File: config.mk
export PLATFORM = sky130hd
export DESIGN_NAME = lcd_reg_seq
export DESIGN_NICKNAME = d
export VERILOG_FILES = /design/src/rtl/lcd_seq_pkg.sv /design/src/rtl/lcd_spi_shifter.sv /design/src/rtl/lcd_seq_ctrl.sv /design/src/rtl/lcd_reg_seq.sv
export SDC_FILE = /design/constraint.sdc
export NUM_CORES = 1
export LEC_CHECK = 0
export CAP_MARGIN = 15
export CORE_UTILIZATION = 55
export CTS_CLUSTER_DIAMETER = 200
export DETAILED_ROUTE_END_ITERATION = 7
export DONT_BUFFER_PORTS = 1
export PLACE_DENSITY_LB_ADDON = 0.2
export SYNTH_ARGS = -nofsm -noshare
export SYNTH_HDL_FRONTEND = slang
export SYNTH_HIERARCHICAL = 1
export SYNTH_SLANG_ARGS = --single-unit
export TNS_END_PERCENT = 30
File: constraint.sdc
create_clock -name clk -period 2.9 [get_ports clk]
set_clock_uncertainty 0.2 [all_clocks]
set_input_delay 0.87 -clock clk [delete_from_list [all_inputs] [get_ports clk]]
set_output_delay 0.87 -clock clk [all_outputs]
set_load 0.02 [all_outputs]
File: src/rtl/lcd_seq_pkg.sv
package lcd_seq_pkg;

  parameter int unsigned REG_W   = 16;
  parameter int unsigned START_W = 8;
  parameter int unsigned RET_W   = 24;
  parameter int unsigned SHORT_W = START_W + REG_W;
  parameter int unsigned FRAME_W = START_W + RET_W;

  typedef enum logic [1:0] {
    ST_IDLE,
    ST_INDEX,
    ST_GAP,
    ST_DATA
  } seq_state_e;

  // Start byte: identifier on top, register-select then direction flag.
  function automatic logic [START_W-1:0] start_byte(
    input logic [START_W-3:0] id,
    input logic               rs,
    input logic               rw
  );
    return {id, rs, rw};
  endfunction

  // Left-aligned frame image for the shifter.
  function automatic logic [FRAME_W-1:0] short_frame(
    input logic [START_W-1:0] sb,
    input logic [REG_W-1:0]   payload
  );
    return {sb, payload, {(FRAME_W-SHORT_W){1'b0}}};
  endfunction

  function automatic logic [FRAME_W-1:0] read_frame(
    input logic [START_W-1:0] sb
  );
    return {sb, {RET_W{1'b0}}};
  endfunction

endpackage

File: src/rtl/lcd_spi_shifter.sv
module lcd_spi_shifter #(
  parameter int unsigned MAXB     = 32,
  parameter int unsigned OUT_W    = 16,
  parameter int unsigned HALF_DIV = 2,
  localparam int unsigned CNT_W   = $clog2(MAXB + 1),
  localparam int unsigned DIV_W   = (HALF_DIV > 1) ? $clog2(HALF_DIV) : 1
) (
  input  logic             clk,
  input  logic             rst_n,
  input  logic             start,
  input  logic [MAXB-1:0]  frame,
  input  logic [CNT_W-1:0] nbits,
  input  logic             miso,
  output logic             sck,
  output logic             cs_n,
  output logic             mosi,
  output logic             fin,
  output logic [OUT_W-1:0] rx
);

  logic [MAXB-1:0]  sreg;
  logic [CNT_W-1:0] left;
  logic [DIV_W-1:0] div;
  logic             run;
  logic             tick;

  assign tick = (div == DIV_W'(HALF_DIV - 1));

  always_ff @(posedge clk or negedge rst_n) begin
    if (!rst_n) begin
      cs_n <= 1'b1;
      sck  <= 1'b1;
      mosi <= 1'b0;
      sreg <= '0;
      rx   <= '0;
      left <= '0;
      div  <= '0;
      run  <= 1'b0;
      fin  <= 1'b0;
    end else begin
      fin <= 1'b0;
      if (!run) begin
        if (start) begin
          run  <= 1'b1;
          cs_n <= 1'b0;
          sreg <= frame;
          left <= nbits;
          div  <= '0;
        end
      end else if (!tick) begin
        div <= div + 1'b1;
      end else begin
        div <= '0;
        if (sck && (left != '0)) begin
          // leading (falling) edge: launch next bit
          sck  <= 1'b0;
          mosi <= sreg[MAXB-1];
          sreg <= {sreg[MAXB-2:0], 1'b0};
        end else if (!sck) begin
          // trailing (rising) edge: sample return bit
          sck  <= 1'b1;
          rx   <= {rx[OUT_W-2:0], miso};
          left <= left - 1'b1;
        end else begin
          cs_n <= 1'b1;
          run  <= 1'b0;
          fin  <= 1'b1;
          mosi <= 1'b0;
        end
      end
    end
  end

endmodule

File: src/rtl/lcd_seq_ctrl.sv
module lcd_seq_ctrl
  import lcd_seq_pkg::*;
#(
  parameter logic [START_W-3:0] DEV_ID  = 6'h1C,
  parameter int unsigned        GAP_CYC = 3,
  localparam int unsigned       CNT_W   = $clog2(FRAME_W + 1),
  localparam int unsigned       GAP_W   = $clog2(GAP_CYC + 1)
) (
  input  logic               clk,
  input  logic               rst_n,
  input  logic               req_valid,
  input  logic               req_write,
  input  logic [REG_W-1:0]   req_index,
  input  logic [REG_W-1:0]   req_wdata,
  input  logic               sh_fin,
  input  logic [REG_W-1:0]   sh_rx,
  output logic               sh_start,
  output logic [FRAME_W-1:0] sh_frame,
  output logic [CNT_W-1:0]   sh_nbits,
  output logic               accept,
  output logic               busy,
  output logic               done,
  output logic [REG_W-1:0]   rd_data
);

  seq_state_e       state;
  logic             lat_write;
  logic [REG_W-1:0] lat_wdata;
  logic [GAP_W-1:0] gap_cnt;
  logic             gap_end;

  assign accept  = (state == ST_IDLE) && req_valid;
  assign gap_end = (state == ST_GAP) && (gap_cnt == GAP_W'(GAP_CYC - 1));
  assign busy    = (state != ST_IDLE);

  always_comb begin
    sh_start = 1'b0;
    sh_frame = '0;
    sh_nbits = '0;
    if (accept) begin
      sh_start = 1'b1;
      sh_frame = short_frame(start_byte(DEV_ID, 1'b0, 1'b0), req_index);
      sh_nbits = CNT_W'(SHORT_W);
    end else if (gap_end) begin
      sh_start = 1'b1;
      if (lat_write) begin
        sh_frame = short_frame(start_byte(DEV_ID, 1'b1, 1'b0), lat_wdata);
        sh_nbits = CNT_W'(SHORT_W);
      end else begin
        sh_frame = read_frame(start_byte(DEV_ID, 1'b1, 1'b0));
        sh_nbits = CNT_W'(FRAME_W);
      end
    end
  end

  always_ff @(posedge clk or negedge rst_n) begin
    if (!rst_n) begin
      state     <= ST_IDLE;
      lat_write <= 1'b0;
      lat_wdata <= '0;
      gap_cnt   <= '0;
      done      <= 1'b0;
      rd_data   <= '0;
    end else begin
      done <= 1'b0;
      unique case (state)
        ST_IDLE: if (accept) begin
          lat_write <= req_write;
          lat_wdata <= req_wdata;
          state     <= ST_INDEX;
        end
        ST_INDEX: if (sh_fin) begin
          gap_cnt <= '0;
          state   <= ST_GAP;
        end
        ST_GAP: begin
          gap_cnt <= gap_cnt + 1'b1;
          if (gap_end) state <= ST_DATA;
        end
        ST_DATA: if (sh_fin) begin
          done  <= 1'b1;
          state <= ST_IDLE;
          if (!lat_write) rd_data <= sh_rx;
        end
        default: state <= ST_IDLE;
      endcase
    end
  end

endmodule

File: src/rtl/lcd_reg_seq.sv
module lcd_reg_seq
  import lcd_seq_pkg::*;
#(
  parameter logic [START_W-3:0] DEV_ID   = 6'h1C,
  parameter int unsigned        HALF_DIV = 2,
  parameter int unsigned        GAP_CYC  = 3,
  localparam int unsigned       CNT_W    = $clog2(FRAME_W + 1)
) (
  input  logic             clk,
  input  logic             rst_n,
  input  logic             req_valid,
  input  logic             req_write,
  input  logic [REG_W-1:0] req_index,
  input  logic [REG_W-1:0] req_wdata,
  output logic             req_ready,
  output logic             busy,
  output logic             done,
  output logic [REG_W-1:0] rd_data,
  output logic             spi_sck,
  output logic             spi_cs_n,
  output logic             spi_mosi,
  input  logic             spi_miso
);

  // Named internal events, visible to the bound checker.
  logic               sh_start;
  logic               sh_fin;
  logic               accept;
  logic [FRAME_W-1:0] sh_frame;
  logic [CNT_W-1:0]   sh_nbits;
  logic [REG_W-1:0]   sh_rx;

  assign req_ready = !busy;

  lcd_seq_ctrl #(
    .DEV_ID  (DEV_ID),
    .GAP_CYC (GAP_CYC)
  ) u_ctrl (
    .clk       (clk),
    .rst_n     (rst_n),
    .req_valid (req_valid),
    .req_write (req_write),
    .req_index (req_index),
    .req_wdata (req_wdata),
    .sh_fin    (sh_fin),
    .sh_rx     (sh_rx),
    .sh_start  (sh_start),
    .sh_frame  (sh_frame),
    .sh_nbits  (sh_nbits),
    .accept    (accept),
    .busy      (busy),
    .done      (done),
    .rd_data   (rd_data)
  );

  lcd_spi_shifter #(
    .MAXB     (FRAME_W),
    .OUT_W    (REG_W),
    .HALF_DIV (HALF_DIV)
  ) u_shift (
    .clk   (clk),
    .rst_n (rst_n),
    .start (sh_start),
    .frame (sh_frame),
    .nbits (sh_nbits),
    .miso  (spi_miso),
    .sck   (spi_sck),
    .cs_n  (spi_cs_n),
    .mosi  (spi_mosi),
    .fin   (sh_fin),
    .rx    (sh_rx)
  );

endmodule

==> summary.txt, run 1 <==
Status
  • Status: finished, violations left
  • Failing checks: negative hold slack

STA
  • Setup violators final: 0
  • Rel. slew slack: 0.621
  • Min cycle time layout: 2.50 ns
  • Final period util: 0.863
  • Hold Fails Final Rpt: 16
  • Worst-margin pin slew: 0.566 ns
  • Hold slack: -0.00154 ns
  • Setup ws final: 0.397 ns
  • Fmax: 400 MHz
  • Unrepaired setup endpoints after global routing: no
  • Fin. max-slew vios: 0
  • TNS Setup: 0 ns

Global routing
  • Largest net degree at the start of global routing: 99
  • Initial antenna violation count: 0
  • Vias in the first global route: 2853
  • Tot GR Track Use: 0.188
  • Global-route wire length before repair: 13000 µm
  • Global route overflow: 0

Routing
  • Routed wire length: 7560 µm
  • 1st-pass router iterations: 4
  • Vias per cell: 5.29
  • Drt wl/cell: 14.1 µm
  • Routed Antenna Nets: 0
  • Initial drt markers: 137
  • DR vias: 2836
  • DR DRC count: 0

Clock tree
  • Num CTS Buffers: 9
  • CTS clk-pin slew, worst paths: 0.10 ns
  • CTS sink cnt: 98
  • Number of gates resized after CTS: 0
  • Clk Latency, worst-skew pair: 0.36 ns
  • # H-tree levels: 3
  • Root Buffer: clkbuf_8
  • CTS tree: built
  • CTS Buffer Depth: 2
  • Post-CTS setup buffer count: 0

Synthesis
  • Yosys top cell by area: dfrtp_1
  • Top FF cell, synth: dfrtp_1
  • Mapped cell area: 0.00473 mm²
  • YS warnings: 6
  • Post-Syn Area per Cell: 10.9 µm²
  • Post-synth EDFFs: 0
  • Share of the synthesized area in the top cell type: 0.508
  • Top cells by count, synth: nand2_1 (127), dfrtp_1 (96), mux2_2 (68), o21ai_0 (22), buf_4 (20)
  • Seq/Total Area, Yosys: 0.519
  • Post-Syn Instances: 432
  • Area contributors post-synth: dfrtp_1 (51%), mux2_2 (16%), nand2_1 (10%)
  • Count leader, synth: nand2_1
  • Seq cells post-synth: 98
  • Async SR Flop Fraction: 1.00
  • Synth unique cells: 43

Worst setup path
  • Worst-path fanout max: 4
  • CP Capture Type: output port
  • Worst path required time: 1.83 ns
  • Crit Path Class: reg -> out
  • R2R Setup Slk: 0.59 ns
  • Critical path startpoint category: register
  • Reg-to-reg endpoint: u_shift/sreg[11]$_DFFE_PN0P_
  • Critical Path AT: 1.43 ns
  • Worst reg2reg path depth: 6
  • Worst R2R Start: u_ctrl/state[0]$_DFFE_PN0P_

Floorplan
  • Die Width: 94.7 µm
  • Number of I/O pins: 59
  • CORE AREA: 0.00826 mm²
  • Initial core utilization: 0.573
  • Num rows: 33
  • DIE AREA: 0.00897 mm²
  • Die height: 94.7 µm

Flow run
  • Maximum capacitance violations: 0

Power and ir drop
  • Pwr dens: 472 mW/mm²
  • LEAKAGE: 2.59 nW
  • Max VDD drop: 0.307 mV

Place
  • Final GP Congestion: 0.812
  • Setup Slack @ Placement: 0.512 ns
  • DP HPWL: 5070 µm
  • IO buf count: 0

Finish
  • Fill count: 716
  • Fin nets: 471
  • Layout cells sized above 1: 0.255
  • Area growth syn-to-layout: 3.86%
  • N_diodes: 0

Worst hold path
  • Hold Crit Class: in -> async
==> layout make-up <==
type                            count  area (µm²)  share of cell area
Sequential cell                    98        2450               0.500
Multi-Input combinational cell    300        2020               0.411
Clock buffer                       11         141              0.0288
Tap cell                          105         131              0.0268
Timing Repair Buffer                7        65.1              0.0132
Clock inverter                      5        62.6              0.0127
Inverter                           10        37.5             0.00764
==> registers in the layout, summed over array words and instances (netlist names) <==
register,count
u_ctrl/lat_write,1
u_shift/mosi,1
u_shift/run,1
u_ctrl/done,1
u_shift/div,1
u_shift/fin,1
u_ctrl/lat_wdata,16
u_shift/sck,1
u_ctrl/gap_cnt,2
u_shift/left,6
u_shift/sreg,32
u_shift/cs_n,1
u_ctrl/rd_data,16
u_ctrl/state,2
u_shift/rx,16
==> worst max-delay path, stage by stage (launching register included) <==
cell	delay, ns
dfrtp_1	0.41
inv_1	0.10
ha_1	0.20
inv_1	0.21
inv_1	0.17
==> where the power goes <==
group | internal [mW] | total, mW | switching [mW]
registers | 1.38 | 1.40 | 0.0149
clock network | 0.427 | 0.892 | 0.465
logic | 0.0170 | 0.0284 | 0.0115
==> cells in the final DEF (no fill, tap or decap), types with 2 or more instances in the layout <==
| cell | synthesis | final |
|---|---|---|
| nand2_1 | 127 | 127 |
| dfrtp_1 | 96 | 96 |
| mux2_2 | 68 | 68 |
| o21ai_0 | 22 | 22 |
| conb_1 | 1 | 15 |
| clkbuf_8 | 0 | 10 |
| mux2_4 | 10 | 10 |
| inv_1 | 9 | 9 |
| nor2_1 | 9 | 9 |
| ha_1 | 8 | 8 |
| buf_4 | 20 | 6 |
| nand3_1 | 4 | 4 |
| a21oi_1 | 4 | 4 |
| nor3_1 | 3 | 3 |
| mux2i_1 | 3 | 3 |
| clkinvlp_4 | 0 | 2 |
| nand2b_1 | 2 | 2 |
| nand3b_2 | 2 | 2 |
| and3_1 | 2 | 2 |
| a221o_1 | 2 | 2 |
| a21o_1 | 2 | 2 |
| dfstp_2 | 2 | 2 |
==> through the flow <==
stage                     utilization  cells  area [µm²]  total power [mW]
final                           0.595    536        4910              2.32
after global routing            0.595    536        4910              2.42
after CTS                       0.595    536        4910              2.35
after detailed placement        0.570    520        4710              1.46
after global placement          0.570    520        4710              1.45
after floorplan                     -    446        4780              1.46
==> worst max-delay path by stage <==
stage | start | endpoint | slack [ns] | depth (start not counted)
3_3_place_gp | req_valid | u_shift/sreg[9]$_DFFE_PN0P_ | 0.53 | 7
2_1_floorplan | req_valid | u_shift/sreg[10]$_DFFE_PN0P_ | 0.22 | 8
3_5_place_dp | req_valid | u_shift/sreg[9]$_DFFE_PN0P_ | 0.51 | 7
4_1_cts | u_ctrl/state[1]$_DFFE_PN0P_ | req_ready | 0.37 | 4
6_report | u_ctrl/state[1]$_DFFE_PN0P_ | req_ready | 0.40 | 4
5_1_grt | u_ctrl/state[1]$_DFFE_PN0P_ | req_ready | 0.31 | 4
==> kinds of logic after synthesis <==
group	after synthesis	synth area share
muxes	82	0.202
AOI/OAI and AO/OA	36	0.0479
DFF	98	0.519
other	1	0.000793
xor gates and xnor gates	1	0.00185
adders and majority gates	8	0.0212
and+or+nand+nor	158	0.142
buffers and inverters	48	0.0651
==> metal layers <==
layer	up-vias	GRT usage	share of wire
li1	1389	-	-
met4	0	0.0808	0.018
met1	1381	0.229	0.46
met3	10	0.0354	0.032
met2	56	0.326	0.49
met5	-	0	0
Power figures use the tool's default switching activity.
==> run 2: changes to the inputs <==
- CORE_UTILIZATION: 55 -> 64
- CTS_CLUSTER_SIZE: default -> 40
- RECOVER_POWER: default -> 100
==> summary.txt, run 2 (synthesis results as in run 1) <==
Finish
  • Max FFs per register: 32 (unchanged)
  • Design Area, Final: 0.00482 mm² (-1.8%)
  • FF+latch area: 0.00245 mm² (unchanged)
  • Area of the multi-input gates: 0.00197 mm² (-2.4%)
  • Fill count: 560 (-22%)
  • Area growth syn-to-layout: 2.04%
  • Commonest non-fill, non-tap cell in the layout: nand2_1
  • N_diodes: 0 (unchanged)
  • Layout cells sized above 1: 0.219 (-0.0363)
  • Fin nets: 474 (+0.64%)
  • Reg with most FFs: u_shift/sreg
  • Most frequent cells in the layout: nand2_1 (127), dfrtp_1 (96), mux2_2 (68)

Floorplan
  • Die height: 88.0 µm (-7.1%)
  • Num rows: 30 (-9.1%)
  • CORE AREA: 0.00698 mm² (-15%)
  • Initial core utilization: 0.677 (+0.105)
  • Die Width: 88.0 µm (-7.1%)
  • Number of I/O pins: 59 (unchanged)
  • DIE AREA: 0.00774 mm² (-14%)

Worst setup path
  • Critical Path AT: 2.59 ns (+1.16 ns)
  • CP Capture Type: register
  • Crit Path Class: reg -> reg
  • Worst path required time: 2.94 ns (+1.11 ns)
  • Critical path launch point: u_ctrl/state[0]$_DFFE_PN0P_
  • Worst-path fanout max: 9 (+5)
  • Worst reg2reg path depth: 8 (+2)
  • Critical path startpoint category: register
  • Worst R2R Start: u_ctrl/state[0]$_DFFE_PN0P_
  • R2R Setup Slk: 0.34 ns (-0.25 ns)
  • CP Capture Point: u_shift/sreg[25]$_DFFE_PN0P_
  • Reg-to-reg endpoint: u_shift/sreg[25]$_DFFE_PN0P_

Power and ir drop
  • Pwr dens: 465 mW/mm² (-1.6%)
  • Max VDD drop: 0.377 mV (+23%)
  • LEAKAGE: 2.53 nW (-2.3%)

Routing
  • DR DRC count: 0 (unchanged)
  • Vias per cell: 5.37 (+1.5%)
  • 1st-pass router iterations: 4 (unchanged)
  • Routed Antenna Nets: 0 (unchanged)
  • Drt wl/cell: 14.8 µm (+4.5%)
  • Initial drt markers: 124 (-9.5%)
  • Routed wire length: 7820 µm (+3.4%)
  • DR vias: 2847 (+0.39%)

STA
  • Final period util: 0.883 (+0.0196)
  • Hold Fails Final Rpt: 0 (-16)
  • Hold slack: 0.00371 ns (+0.00525 ns)
  • Min cycle time layout: 2.56 ns (+0.0567 ns)
  • Rel. slew slack: 0.300 (-0.322)
  • Unrepaired setup endpoints after global routing: no
  • Fin. max-slew vios: 0 (unchanged)
  • Setup ws final: 0.341 ns (-0.0567 ns)
  • Worst-margin pin slew: 1.05 ns (+0.484 ns)
  • TNS Setup: 0 ns (unchanged)
  • Setup violators final: 0 (unchanged)
  • Fmax: 391 MHz (-2.2%)

Clock tree
  • Number of gates resized after CTS: 0 (unchanged)
  • CTS tree: built
  • CTS clk-pin slew, worst paths: 0.09 ns (about the same)
  • CTS Buffer Depth: 2 (unchanged)
  • Num CTS Buffers: 9 (unchanged)
  • Clk Latency, worst-skew pair: 0.35 ns (about the same)
  • Root Buffer: clkbuf_8
  • CTS sink cnt: 98 (unchanged)
  • # H-tree levels: 3 (unchanged)

Global routing
  • Vias in the first global route: 2835 (-0.63%)
  • Tot GR Track Use: 0.223 (+0.0349)
  • Largest net degree at the start of global routing: 99 (unchanged)
  • Global route overflow: 0 (unchanged)
  • Global-route wire length before repair: 13100 µm (+0.69%)
  • Initial antenna violation count: 0 (unchanged)

Flow run
  • Maximum capacitance violations: 0 (unchanged)

Place
  • DP HPWL: 5440 µm (+7.3%)
  • IO buf count: 0 (unchanged)
  • Final GP Congestion: 0.794 (-2.2%)
  • DP Area: 0.00471 mm² (about the same)
  • Setup Slack @ Placement: 0.357 ns (-0.155 ns)

Worst hold path
  • Hold Crit Class: in -> async

Status
  • Status: complete, no violations
[run 2: through the flow]
stage | total power, mW | std cells | util
6_report | 2.24 | 530 | 0.691
3_5_place_dp | 1.46 | 514 | 0.674
4_1_cts | 2.27 | 530 | 0.701
3_3_place_gp | 1.45 | 514 | 0.674
5_1_grt | 2.33 | 530 | 0.691
2_1_floorplan | 1.46 | 446 | -
[run 2: worst min-delay path by stage]
stage / cells past startpoint / slack [ns] / start / endpoint
after floorplan: 2 / 0.23 / u_ctrl/lat_wdata[0]$_DFFE_PN0P_ / u_ctrl/lat_wdata[0]$_DFFE_PN0P_
after global placement: 2 / 0.24 / u_ctrl/lat_wdata[8]$_DFFE_PN0P_ / u_ctrl/lat_wdata[8]$_DFFE_PN0P_
after CTS: 0 / -0.02 / rst_n / u_ctrl/rd_data[1]$_DFFE_PN0P_
final: 0 / 0.004 / rst_n / u_ctrl/state[0]$_DFFE_PN0P_
after global routing: 0 / -0.03 / rst_n / u_ctrl/rd_data[7]$_DFFE_PN0P_
after detailed placement: 2 / 0.24 / u_ctrl/lat_wdata[13]$_DFFE_PN0P_ / u_ctrl/lat_wdata[13]$_DFFE_PN0P_
[run 2: area by class of cell]
cell class,count,share of cell area
Sequential cell,98,0.509
Multi-Input combinational cell,300,0.408
Clock buffer,9,0.0257
Tap cell,96,0.0249
Clock inverter,7,0.0127
Timing Repair Buffer,10,0.0117
Inverter,10,0.00778
[run 2: what timing repair did]
item                                    CTS  global route
endpoints found under the hold margin    87            96
endpoints found under the setup margin    0             0
setup buffers                             0             0
[run 2: critical path: stages (launching register included)]
cell	delay [ns]
dfrtp_1	0.39
inv_1	0.10
ha_1	0.28
nand2_1	0.17
nand2_1	0.09
and2b_1	0.25
a21oi_4	0.15
clkbuf_1	0.41
mux2_2	0.40
[run 2: layer usage]
layer,share of wire,track usage,vias up
met5,0,0,-
met4,0.013,0.0849,0
met3,0.031,0.0443,11
met2,0.47,0.365,48
met1,0.48,0.296,1392
li1,-,-,1396
[run 2: where the power goes]
| part | leakage, nW | switching [mW] | internal, mW | total, mW |
|---|---|---|---|---|
| Combinational | 1.16 | 0.0123 | 0.0168 | 0.0291 |
| Clock | 0.0884 | 0.488 | 0.327 | 0.815 |
| Sequential | 1.28 | 0.0149 | 1.38 | 1.40 |
| Total | 2.53 | 0.516 | 1.73 | 2.24 |
